**src/rtl/aperture_remap_pkg.sv**
```systemverilog
package aperture_remap_pkg;
  localparam int unsigned WORD_W     = 32;
  localparam int unsigned PAGE_SHIFT = 12;
  localparam int unsigned PG_W       = WORD_W - PAGE_SHIFT;
  localparam int unsigned PFN_W      = WORD_W - 1 - PAGE_SHIFT;

  localparam logic [3:0] OFF_CFG   = 4'h0;
  localparam logic [3:0] OFF_SEL   = 4'h4;
  localparam logic [3:0] OFF_EDATA = 4'h8;

  typedef struct packed {
    logic             vld;
    logic [PFN_W-1:0] pfn;
  } entry_t;

  function automatic entry_t word_to_entry(logic [WORD_W-1:0] w);
    entry_t e;
    e.vld = w[WORD_W-1];
    e.pfn = w[WORD_W-2:PAGE_SHIFT];
    return e;
  endfunction

  function automatic logic [WORD_W-1:0] entry_to_word(entry_t e);
    return {e.vld, e.pfn, {PAGE_SHIFT{1'b0}}};
  endfunction
endpackage

```
**src/rtl/aperture_remap_window.sv**
```systemverilog
module aperture_remap_window
  import aperture_remap_pkg::*;
#(
  parameter logic [WORD_W-1:0] BASE  = 32'h4000_0000,
  parameter int unsigned       DEPTH = 64,
  localparam int unsigned      IDX_W = $clog2(DEPTH)
) (
  input  logic [PG_W-1:0]  pg_i,
  output logic             hit_o,
  output logic [IDX_W-1:0] idx_o
);
  localparam logic [PG_W-1:0] BASE_PG  = BASE[WORD_W-1:PAGE_SHIFT];
  localparam logic [PG_W-1:0] DEPTH_PG = PG_W'(DEPTH);

  logic [PG_W:0] rel_pg;

  // borrow bit flags addresses below the base
  assign rel_pg = {1'b0, pg_i} - {1'b0, BASE_PG};
  assign hit_o  = !rel_pg[PG_W] && (rel_pg[PG_W-1:0] < DEPTH_PG);
  assign idx_o  = rel_pg[IDX_W-1:0];
endmodule

```
**src/rtl/aperture_remap_table.sv**
```systemverilog
module aperture_remap_table
  import aperture_remap_pkg::*;
#(
  parameter int unsigned  DEPTH = 64,
  localparam int unsigned IDX_W = $clog2(DEPTH)
) (
  input  logic             clk_i,
  input  logic             rst_ni,
  input  logic             we_i,
  input  logic [IDX_W-1:0] widx_i,
  input  entry_t           wentry_i,
  input  logic [IDX_W-1:0] ridx_a_i,
  output entry_t           rentry_a_o,
  input  logic [IDX_W-1:0] ridx_b_i,
  output entry_t           rentry_b_o
);
  localparam logic [IDX_W:0] DEPTH_X = (IDX_W+1)'(DEPTH);

  entry_t mem [DEPTH];

  for (genvar g = 0; g < DEPTH; g++) begin : g_ent
    always_ff @(posedge clk_i or negedge rst_ni) begin
      if (!rst_ni)                                 mem[g] <= '0;
      else if (we_i && widx_i == IDX_W'(g))        mem[g] <= wentry_i;
    end
  end

  assign rentry_a_o = ({1'b0, ridx_a_i} < DEPTH_X) ? mem[ridx_a_i] : '0;
  assign rentry_b_o = ({1'b0, ridx_b_i} < DEPTH_X) ? mem[ridx_b_i] : '0;

  // a written entry is readable on the next cycle
  assert_write_lands_R5: assert property (@(posedge clk_i) disable iff (!rst_ni)
    (we_i && ridx_a_i == widx_i) |=> (($past(ridx_a_i) != ridx_a_i) || rentry_a_o == $past(wentry_i)));
endmodule

```
**src/rtl/aperture_remap_regs.sv**
```systemverilog
module aperture_remap_regs
  import aperture_remap_pkg::*;
#(
  parameter logic [WORD_W-1:0] BASE  = 32'h4000_0000,
  parameter int unsigned       DEPTH = 64,
  localparam int unsigned      IDX_W = $clog2(DEPTH)
) (
  input  logic              clk_i,
  input  logic              rst_ni,
  input  logic              reg_we_i,
  input  logic              reg_re_i,
  input  logic [3:0]        reg_off_i,
  input  logic [WORD_W-1:0] reg_wdata_i,
  output logic [WORD_W-1:0] reg_rdata_o,
  output logic              en_o,
  output logic              tbl_we_o,
  output logic [IDX_W-1:0]  tbl_idx_o,
  output entry_t            tbl_wentry_o,
  input  entry_t            tbl_rentry_i
);
  logic              en_q;
  logic [WORD_W-1:0] sel_q;
  logic [WORD_W-1:0] rdata_q, rdata_d;
  logic              sel_hit;

  aperture_remap_window #(.BASE(BASE), .DEPTH(DEPTH)) u_sel_win (
    .pg_i  (sel_q[WORD_W-1:PAGE_SHIFT]),
    .hit_o (sel_hit),
    .idx_o (tbl_idx_o)
  );

  always_ff @(posedge clk_i or negedge rst_ni) begin
    if (!rst_ni) begin
      en_q  <= 1'b0;
      sel_q <= '0;
    end else if (reg_we_i) begin
      if (reg_off_i == OFF_CFG) en_q  <= reg_wdata_i[0];
      if (reg_off_i == OFF_SEL) sel_q <= reg_wdata_i;
    end
  end

  assign tbl_we_o     = reg_we_i && (reg_off_i == OFF_EDATA) && sel_hit;
  assign tbl_wentry_o = word_to_entry(reg_wdata_i);

  always_comb begin
    unique case (reg_off_i)
      OFF_CFG:   rdata_d = {{(WORD_W-1){1'b0}}, en_q};
      OFF_SEL:   rdata_d = sel_q;
      OFF_EDATA: rdata_d = sel_hit ? entry_to_word(tbl_rentry_i) : '0;
      default:   rdata_d = '0;
    endcase
  end

  always_ff @(posedge clk_i or negedge rst_ni) begin
    if (!rst_ni)       rdata_q <= '0;
    else if (reg_re_i) rdata_q <= rdata_d;
  end

  assign reg_rdata_o = rdata_q;
  assign en_o        = en_q;

  assert_cfg_write_R3: assert property (@(posedge clk_i) disable iff (!rst_ni)
    (reg_we_i && reg_off_i == OFF_CFG) |=> en_o == $past(reg_wdata_i[0]));
  assert_cfg_read_R3: assert property (@(posedge clk_i) disable iff (!rst_ni)
    (reg_re_i && reg_off_i == OFF_CFG) |=> reg_rdata_o == {{(WORD_W-1){1'b0}}, $past(en_o)});
  assert_outside_read_zero_R6: assert property (@(posedge clk_i) disable iff (!rst_ni)
    (reg_re_i && reg_off_i == OFF_EDATA && !sel_hit) |=> reg_rdata_o == '0);
  assert_low_bits_zero_R5: assert property (@(posedge clk_i) disable iff (!rst_ni)
    (reg_re_i && reg_off_i == OFF_EDATA) |=> reg_rdata_o[PAGE_SHIFT-1:0] == '0);
endmodule

```
**src/rtl/aperture_remap_xlate.sv**
```systemverilog
module aperture_remap_xlate
  import aperture_remap_pkg::*;
#(
  parameter logic [WORD_W-1:0] BASE  = 32'h4000_0000,
  parameter int unsigned       DEPTH = 64,
  localparam int unsigned      IDX_W = $clog2(DEPTH)
) (
  input  logic              clk_i,
  input  logic              rst_ni,
  input  logic              en_i,
  input  logic              req_i,
  input  logic [WORD_W-1:0] addr_i,
  output logic [IDX_W-1:0]  tbl_idx_o,
  input  entry_t            tbl_rentry_i,
  output logic              valid_o,
  output logic [WORD_W-1:0] pa_o,
  output logic              fault_o
);
  logic              win_hit, hit;
  logic              valid_q, fault_q;
  logic [WORD_W-1:0] pa_q;

  aperture_remap_window #(.BASE(BASE), .DEPTH(DEPTH)) u_req_win (
    .pg_i  (addr_i[WORD_W-1:PAGE_SHIFT]),
    .hit_o (win_hit),
    .idx_o (tbl_idx_o)
  );

  assign hit = en_i && win_hit && tbl_rentry_i.vld;

  always_ff @(posedge clk_i or negedge rst_ni) begin
    if (!rst_ni) begin
      valid_q <= 1'b0;
      fault_q <= 1'b0;
      pa_q    <= '0;
    end else begin
      valid_q <= req_i;
      fault_q <= req_i && !hit;
      pa_q    <= (req_i && hit) ? {1'b0, tbl_rentry_i.pfn, addr_i[PAGE_SHIFT-1:0]} : '0;
    end
  end

  assign valid_o = valid_q;
  assign fault_o = fault_q;
  assign pa_o    = pa_q;

  assert_valid_timing_R7: assert property (@(posedge clk_i) disable iff (!rst_ni)
    req_i |=> valid_o);
  assert_idle_quiet_R7: assert property (@(posedge clk_i) disable iff (!rst_ni)
    !req_i |=> (!valid_o && !fault_o && pa_o == '0));
  assert_fault_pa_zero_R8: assert property (@(posedge clk_i) disable iff (!rst_ni)
    fault_o |-> pa_o == '0);
  assert_disabled_faults_R8: assert property (@(posedge clk_i) disable iff (!rst_ni)
    (req_i && !en_i) |=> fault_o);
  assert_outside_faults_R9: assert property (@(posedge clk_i) disable iff (!rst_ni)
    (req_i && !win_hit) |=> fault_o);
  assert_invalid_faults_R10: assert property (@(posedge clk_i) disable iff (!rst_ni)
    (req_i && !tbl_rentry_i.vld) |=> fault_o);
  assert_offset_passes_R7: assert property (@(posedge clk_i) disable iff (!rst_ni)
    (valid_o && !fault_o) |-> pa_o[PAGE_SHIFT-1:0] == $past(addr_i[PAGE_SHIFT-1:0]));
endmodule

```
**src/rtl/aperture_remap_top.sv**
```systemverilog
module aperture_remap_top
  import aperture_remap_pkg::*;
#(
  parameter logic [31:0] BASE  = 32'h4000_0000,
  parameter int unsigned DEPTH = 64
) (
  input  logic        clk_i,
  input  logic        rst_ni,
  input  logic        reg_we_i,
  input  logic        reg_re_i,
  input  logic [3:0]  reg_off_i,
  input  logic [31:0] reg_wdata_i,
  output logic [31:0] reg_rdata_o,
  input  logic        xl_req_i,
  input  logic [31:0] xl_addr_i,
  output logic        xl_valid_o,
  output logic [31:0] xl_pa_o,
  output logic        xl_fault_o
);
  localparam int unsigned IDX_W = $clog2(DEPTH);

  logic             en;
  logic             tbl_we;
  logic [IDX_W-1:0] reg_idx, xl_idx;
  entry_t           tbl_wentry, reg_rentry, xl_rentry;

  aperture_remap_regs #(.BASE(BASE), .DEPTH(DEPTH)) u_regs (
    .clk_i        (clk_i),
    .rst_ni       (rst_ni),
    .reg_we_i     (reg_we_i),
    .reg_re_i     (reg_re_i),
    .reg_off_i    (reg_off_i),
    .reg_wdata_i  (reg_wdata_i),
    .reg_rdata_o  (reg_rdata_o),
    .en_o         (en),
    .tbl_we_o     (tbl_we),
    .tbl_idx_o    (reg_idx),
    .tbl_wentry_o (tbl_wentry),
    .tbl_rentry_i (reg_rentry)
  );

  aperture_remap_table #(.DEPTH(DEPTH)) u_table (
    .clk_i      (clk_i),
    .rst_ni     (rst_ni),
    .we_i       (tbl_we),
    .widx_i     (reg_idx),
    .wentry_i   (tbl_wentry),
    .ridx_a_i   (reg_idx),
    .rentry_a_o (reg_rentry),
    .ridx_b_i   (xl_idx),
    .rentry_b_o (xl_rentry)
  );

  aperture_remap_xlate #(.BASE(BASE), .DEPTH(DEPTH)) u_xlate (
    .clk_i        (clk_i),
    .rst_ni       (rst_ni),
    .en_i         (en),
    .req_i        (xl_req_i),
    .addr_i       (xl_addr_i),
    .tbl_idx_o    (xl_idx),
    .tbl_rentry_i (xl_rentry),
    .valid_o      (xl_valid_o),
    .pa_o         (xl_pa_o),
    .fault_o      (xl_fault_o)
  );
endmodule

```
**config.mk**
```make
export PLATFORM = sky130hd
export DESIGN_NAME = aperture_remap_top
export DESIGN_NICKNAME = d
export VERILOG_FILES = /design/src/rtl/aperture_remap_pkg.sv /design/src/rtl/aperture_remap_window.sv /design/src/rtl/aperture_remap_table.sv /design/src/rtl/aperture_remap_regs.sv /design/src/rtl/aperture_remap_xlate.sv /design/src/rtl/aperture_remap_top.sv
export SDC_FILE = /design/constraint.sdc
export NUM_CORES = 2
export LEC_CHECK = 0
export ABC_CLOCK_PERIOD_IN_PS = 4500
export BUFFER_PORTS_ARGS = -buffer_cell sky130_fd_sc_hd__buf_2
export CORE_MARGIN = 2
export CORE_UTILIZATION = 30
export DETAILED_ROUTE_END_ITERATION = 6
export PLACE_DENSITY_LB_ADDON = 0.05
export SYNTH_ARGS = -nofsm -noshare
export SYNTH_HDL_FRONTEND = slang
export SYNTH_SLANG_ARGS = --single-unit
```
**constraint.sdc**
```tcl
create_clock -name clk_i -period 4.5 [get_ports clk_i]
set_input_delay 0.225 -clock clk_i [delete_from_list [all_inputs] [get_ports clk_i]]
set_output_delay 0.225 -clock clk_i [all_outputs]
set_load 0.03 [all_outputs]
```
---- Word level (Yosys, flattened, before mapping) ----
Cells that the tools add are included.
word-level totals
  output and inout port bits .............. 66
  logic and storage cells ................. 295
  flip-flop bits (word level) ............. 1,378
cells by class
  add/subtract/negate cells ............... 2
  $lt $le $gt $ge ......................... 4
  eq/ne operators ......................... 65
  bitwise logic cells ..................... 2
  multiplexer cells ....................... 9
  reductions and logical operators ........ 79
operators by type and width
  operator                                             count
  binary-select mux 20 bit (select 6 bit)              2
  equality test 6 bit, second input constant           32
  equality test 6 x 5 -> 1 bit, second input constant  16
  case mux 32 bit (3 select lines)                     1
  two-way mux 20 bit                                   4
  logical AND 1 bit                                    72
  equality test 6 x 4 -> 1 bit, second input constant  8
  subtractor 20 x 19 -> 21 bit, second input constant  2
  < comparator 20 x 7 -> 1 bit, second input constant  2
  two-way mux 32 bit                                   1
  two-way mux 31 bit                                   1
  equality test 6 x 3 -> 1 bit, second input constant  4
  >= comparator 7 bit, second input constant           2
  inverter 6 -> 7 bit                                  2
  equality test 6 x 2 -> 1 bit, second input constant  2
  equality test 6 x 1 -> 1 bit, second input constant  1
  logical NOT 6 bit                                    1
  equality test 4 x 3 -> 1 bit, second input constant  1
  equality test 4 bit, second input constant           1
  logical NOT 4 bit                                    1
  AND reduction 2 bit                                  2
  logical NOT 1 bit                                    3

---- Depth between registers and ports, before layout ----
  word-level depth ........................ 8
  mapped depth ............................ 10

---- Modules after synthesis ----
From an unflattened synthesis, not the netlist that was laid out.
unflattened totals
  cell total of the unflattened synthesis .. 5,035
  area total of the unflattened synthesis .. 73,085.1 um^2
by module, submodules not included
  module                 area an instance (um^2)  seq. area each (um^2)  cells each  instances
  aperture_remap_table   68,848.5                 32,030.7               4,679       1
  aperture_remap_regs    2,972.9                  1,626.6                262         1
  aperture_remap_xlate   1,093.5                  825.8                  72          1
  aperture_remap_window  85.1                     0.0                    11          2

---- Worst setup path before layout ----
OpenSTA, ideal clock, no wires.
  kind .................................... reg2reg
  start point ............................. register u_regs.sel_q[12]
  end point ............................... register u_regs.rdata_q[21] (netlist: u_regs.reg_rdata_o[21])
  slack ................................... 2,024 ps
  data required time ...................... 4,370 ps
  cell stages (with the launch flop) ...... 8
  buffers on the path ..................... 3
  arrival time ............................ 2,346 ps
  clock period less this slack ............ 2,476 ps
  cells stage by stage .................... dfrtp_1 buf_4 buf_2 buf_2 mux4_2 mux4_2 o2111ai_1 o21ai_0
on the way
  longest elaborated chain between the ends .. 7
  elaborated cells on any way between the ends .. 10
  classes of those cells .................. add/sub: 1; order compare: 1; mux: 5; bitwise: 1; reduce/logical: 2
ends and longest elaborated chain
  what                                                    line                         RTL
  start, declared                                         aperture_remap_regs.sv:22    logic [WORD_W-1:0] sel_q;
  start signal, assigned                                  aperture_remap_regs.sv:38    if (reg_off_i == OFF_SEL) sel_q <= reg_wdata_i;
  subtractor 20 x 19 -> 21 bit (*)                        aperture_remap_window.sv:18  assign rel_pg = {1'b0, pg_i} - {1'b0, BASE_PG};
  inverter 6 -> 7 bit (not written as such)               aperture_remap_table.sv:28   assign rentry_a_o = ({1'b0, ridx_a_i} < DEPTH_X) ? mem[ridx_a_i] : '0;
  binary-select mux 20 bit (select 6 bit)                 aperture_remap_table.sv:28
  two-way mux 20 bit (not written as such) (2 in series)  aperture_remap_table.sv:28
  two-way mux 32 bit (*)                                  aperture_remap_regs.sv:49    OFF_EDATA: rdata_d = sel_hit ? entry_to_word(tbl_rentry_i) : '0;
  case mux 32 bit (3 select lines) (*)                    aperture_remap_regs.sv:46    unique case (reg_off_i)
  end signal, assigned                                    aperture_remap_regs.sv:56    else if (reg_re_i) rdata_q <= rdata_d;
  end, declared                                           aperture_remap_regs.sv:23    logic [WORD_W-1:0] rdata_q, rdata_d;
Mark *: on every way between the ends. The rest lies on a longest branch, timed or not. The select of a mux whose other input is x is not followed.
A chain may end at the register's enable or synchronous reset.

---- Worst setup path after layout ----
  start point ............................. register u_regs.sel_q[30]
  end point ............................... register u_table.mem[914] in the netlist's numbering
on the way
  longest elaborated chain between the ends .. 5
  elaborated cells on any way between the ends .. 6
  classes of those cells .................. add/sub: 1; order compare: 1; reduce/logical: 4
ends and longest elaborated chain
  what                                                               line                         RTL
  subtractor 20 x 19 -> 21 bit (*)                                   aperture_remap_window.sv:18
  < comparator 20 x 7 -> 1 bit or logical NOT 1 bit (tied branches)  aperture_remap_window.sv:19  assign hit_o = !rel_pg[PG_W] && (rel_pg[PG_W-1:0] < DEPTH_PG);
  logical AND 1 bit (*)                                              aperture_remap_window.sv:19
  logical AND 1 bit (*)                                              aperture_remap_regs.sv:42    assign tbl_we_o = reg_we_i && (reg_off_i == OFF_EDATA) && sel_hit;
  logical AND 1 bit (*)                                              aperture_remap_table.sv:24   else if (we_i && widx_i == IDX_W'(g)) mem[g] <= wentry_i;
  end signal, assigned by index                                      aperture_remap_table.sv:24
  end, declared                                                      aperture_remap_table.sv:19   entry_t mem [DEPTH];
Mark *: on every way between the ends. The rest lies on a longest branch, timed or not.

==> flow_summary.ini <==
[placed_design]
placed_area_um2 = 77500
gp_congestion = 0.793
dp_hpwl_um = 181000
dpl_worst_slack_ns = 0.765
io_buffers = 137

[grt]
grt_max_degree = 155
grt_pass1_vias = 46400
grt_pass1_wl_um = 398000
track_usage_pct = 23.4
antenna_found_initial = 29
grt_overflow = 0

[critical_path]
startpoint_type = register
end_kind = register
crit_path_max_fanout = 20
required_ns = 5.18
criticalPathCategory = reg -> reg
worstPathArrival_ns = 4.58

[finish]
drive_gt1_share_pct = 56.6
final_area_um2 = 83800
area_growth_pct = 15.9
multi_input_area_um2 = 35700
seq_area_um2 = 34500
fillers = 23200
nets = 4722

[die]
die_w_um = 495
die-area_um2 = 245000
die_h_um = 495
placementRows = 180
start_util_pct = 30.1
num_io_pins = 139
core_area_um2 = 240000

[min_path]
hold_path_class = in -> reg

[routing]
route.antenna.remaining_nets = 0
avgRoutedWirePerCell_um = 35.6
drc_errors = 0
drt_iter0_drc = 2721
dr.pass1.iters = 5
vias = 44000
vias_per_cell = 5.52
routed_wl_um = 284000

[power]
pwr_density_cell_nw_per_um2 = 368
p_total_w = 0.0309
worst_ir_drop_vdd_v = 0.000325
cellLeakagePower_nw = 37.8

[sta]
tns_ns = 0
rsz0062_at_grt = false
drv_slew = 0
fmax_mhz = 256
relSlewSlack_pct = 25.2
layout_min_cycle_time_ns = 3.90
clock_skew_ns = 0.0286
setup_viol = 0
max_slew.worst_pin.slew_ns = 1.12
finalHoldViolations = 0
post-route-period-util_pct = 86.7
worst_slack_ns = 0.598

[yosys]
synth_cell_types = 51
synth-seq-cells = 1378
syn_avg_cell_area_um2 = 15.9
syn_inst = 4551
synthesis.nets = 4624
yosysSeqAreaShare_pct = 47.7
yosysWarnings = 0
syn_area_um2 = 72200

[clocking]
cts_sinks = 1378
cts_tree = done
cts_post_setup_buffers_inserted = 0
cts_max_path_buffers = 3
h-tree-depth = 4
clkTransAtPathRegs_ns = 0.06
cts_buffers = 175
clock_latency_ns = 0.82
clock-root-buffer = clkbuf_16

[run_status]
run_status = completed

[flow_run]
cap_violations = 0
through the flow:
stage	util, %	hold WS, ns	std cells
2_1_floorplan	-	-0.0706	4551
3_3_place_gp	32.3	0.235	7617
3_5_place_dp	32.3	0.225	7617
4_1_cts	34.9	0.0232	7970
5_1_grt	34.9	0.0742	7972
6_report	34.9	0.0811	7981
layout make-up:
class,instances,share of cell area [%]
antenna,11,0.0329
clock buffer,258,6.17
clock inverter,55,0.759
inverter,27,0.127
multi-input combinational,2635,42.6
sequential,1378,41.2
tap,3185,4.76
timing repair buffer,432,4.36
cells in the final DEF, fill, tap and decap left out, types with 8 or more instances in the layout:
cell	Yosys	layout
nor2_1	28	26
a32oi_1	12	12
dfrtp_1	1378	1372
bufinv_16	0	10
dlygate4sd3_1	0	39
a22oi_1	39	39
o2111ai_1	17	17
a21oi_1	26	26
buf_2	171	130
nand3_1	69	38
nand2b_1	8	8
clkbuf_1	254	39
buf_12	0	49
buf_4	62	210
mux4_2	752	752
nand2_1	115	115
nor3_1	27	20
inv_1	26	26
nor2b_1	33	31
mux2_2	1202	1202
inv_6	0	8
clkbuf_16	0	178
o21ai_0	30	30
diode_2	0	11
clkinv_2	0	27
nor3_4	0	20
a211oi_1	31	31
clkbuf_8	0	42
mux2_1	116	116
nand3_2	0	31
mux2i_1	55	55
registers in the layout (all words and copies together) (netlist names):
signal              cells
u_regs.en_o             1
u_regs.reg_rdata_o     32
u_regs.sel_q           32
u_table.mem          1280
u_xlate.fault_o         1
u_xlate.pa_o           31
u_xlate.valid_o         1
kinds of logic (layout without fill, tap and decap cells):
family          Yosys count  count (layout)  share of synthesized area, %
other cells               1              12                       0.00519
flops                  1378            1378                          47.7
simple gates            341             341                          2.46
buf+inv                 538             772                          3.43
mux                    2125            2125                          44.8
compound gates          168             168                          1.62
power by group:
group / internal, W / total (W) / switching, W
sequential: 0.0125 / 0.0127 / 0.000211
clock: 0.00850 / 0.0144 / 0.00588
combinational: 0.00121 / 0.00378 / 0.00257
total: 0.0222 / 0.0309 / 0.00866
layer usage:
metal	wire (um)	vias to the layer above	GRT usage [%]
met5	0	-	0
met4	7620	0	6.20
met3	11500	311	3.21
met2	135000	947	37.3
met1	131000	24900	33.3
li1	-	17900	-
repair_timing:
| item | 4_1_cts | 5_1_grt |
|---|---|---|
| hold buffers | 40 | 0 |
| hold endpoints to repair | 517 | 0 |
| gates resized for setup | 0 | 0 |
worst max-delay path: stages (launching register included):
cell and delay, ns:
dfrtp_1 0.49, nor4b_2 0.61, nand4_2 0.35, or4_1 0.99, buf_4 0.38, nor3_4 0.16
buf_4 0.38, mux2_2 0.38
cell usage after synthesis, drive strengths merged:
| library cell | n | share of area [%] |
|---|---|---|
| dfrtp | 1378 | 48 |
| mux2 | 1318 | 21 |
| mux4 | 752 | 23 |
| buf | 257 | 2.0 |
| clkbuf | 254 | 1.3 |
| nand2 | 115 | 0.60 |
| nand3 | 69 | 0.48 |
| mux2i | 55 | 0.76 |
| nor3 | 47 | 0.46 |
| a22oi | 39 | 0.41 |
| nor2b | 33 | 0.29 |
| a211oi | 31 | 0.32 |
| o21ai | 30 | 0.21 |
| nor2 | 28 | 0.15 |
| a21oi | 26 | 0.18 |
| inv | 26 | 0.14 |
| o2111ai | 17 | 0.21 |
| a32oi | 12 | 0.15 |
| nor4 | 12 | 0.12 |
| and2 | 10 | 0.087 |
| nand2b | 8 | 0.069 |
| and3 | 3 | 0.026 |
| nand4 | 3 | 0.035 |
| nor4b | 3 | 0.045 |
| o31ai | 3 | 0.031 |
| o41ai | 3 | 0.047 |
| nand3b | 2 | 0.021 |
| nor3b | 2 | 0.021 |
| o22ai | 2 | 0.017 |
| or2 | 2 | 0.017 |
| or4 | 2 | 0.021 |
| a311oi | 1 | 0.012 |
| a31o | 1 | 0.012 |
| a31oi | 1 | 0.0087 |
| and4 | 1 | 0.012 |
| clkinv | 1 | 0.0052 |
| conb | 1 | 0.0052 |
| nand4b | 1 | 0.012 |
| o21a | 1 | 0.010 |
| o311a | 1 | 0.014 |
path summary, 6_finish.rpt:
kind	slack, ns	end	startpoint	cells after the start
worst max-delay path	0.60	u_table.mem[914]$_DFFE_PN0P_	u_regs.sel_q[30]$_DFFE_PN0P_	7
worst min-delay path	0.08	u_table.mem[209]$_DFFE_PN0P_	reg_wdata_i[21]	2
worst max register to register	0.60	u_table.mem[914]$_DFFE_PN0P_	u_regs.sel_q[30]$_DFFE_PN0P_	7
worst min register to register	0.47	u_regs.reg_rdata_o[3]$_DFFE_PN0P_	u_regs.sel_q[3]$_DFFE_PN0P_	2
max in group asynchronous	2.62	u_table.mem[749]$_DFFE_PN0P_	rst_ni	5
min in group asynchronous	0.51	u_table.mem[221]$_DFFE_PN0P_	rst_ni	3
Power figures use the tool's default switching activity.
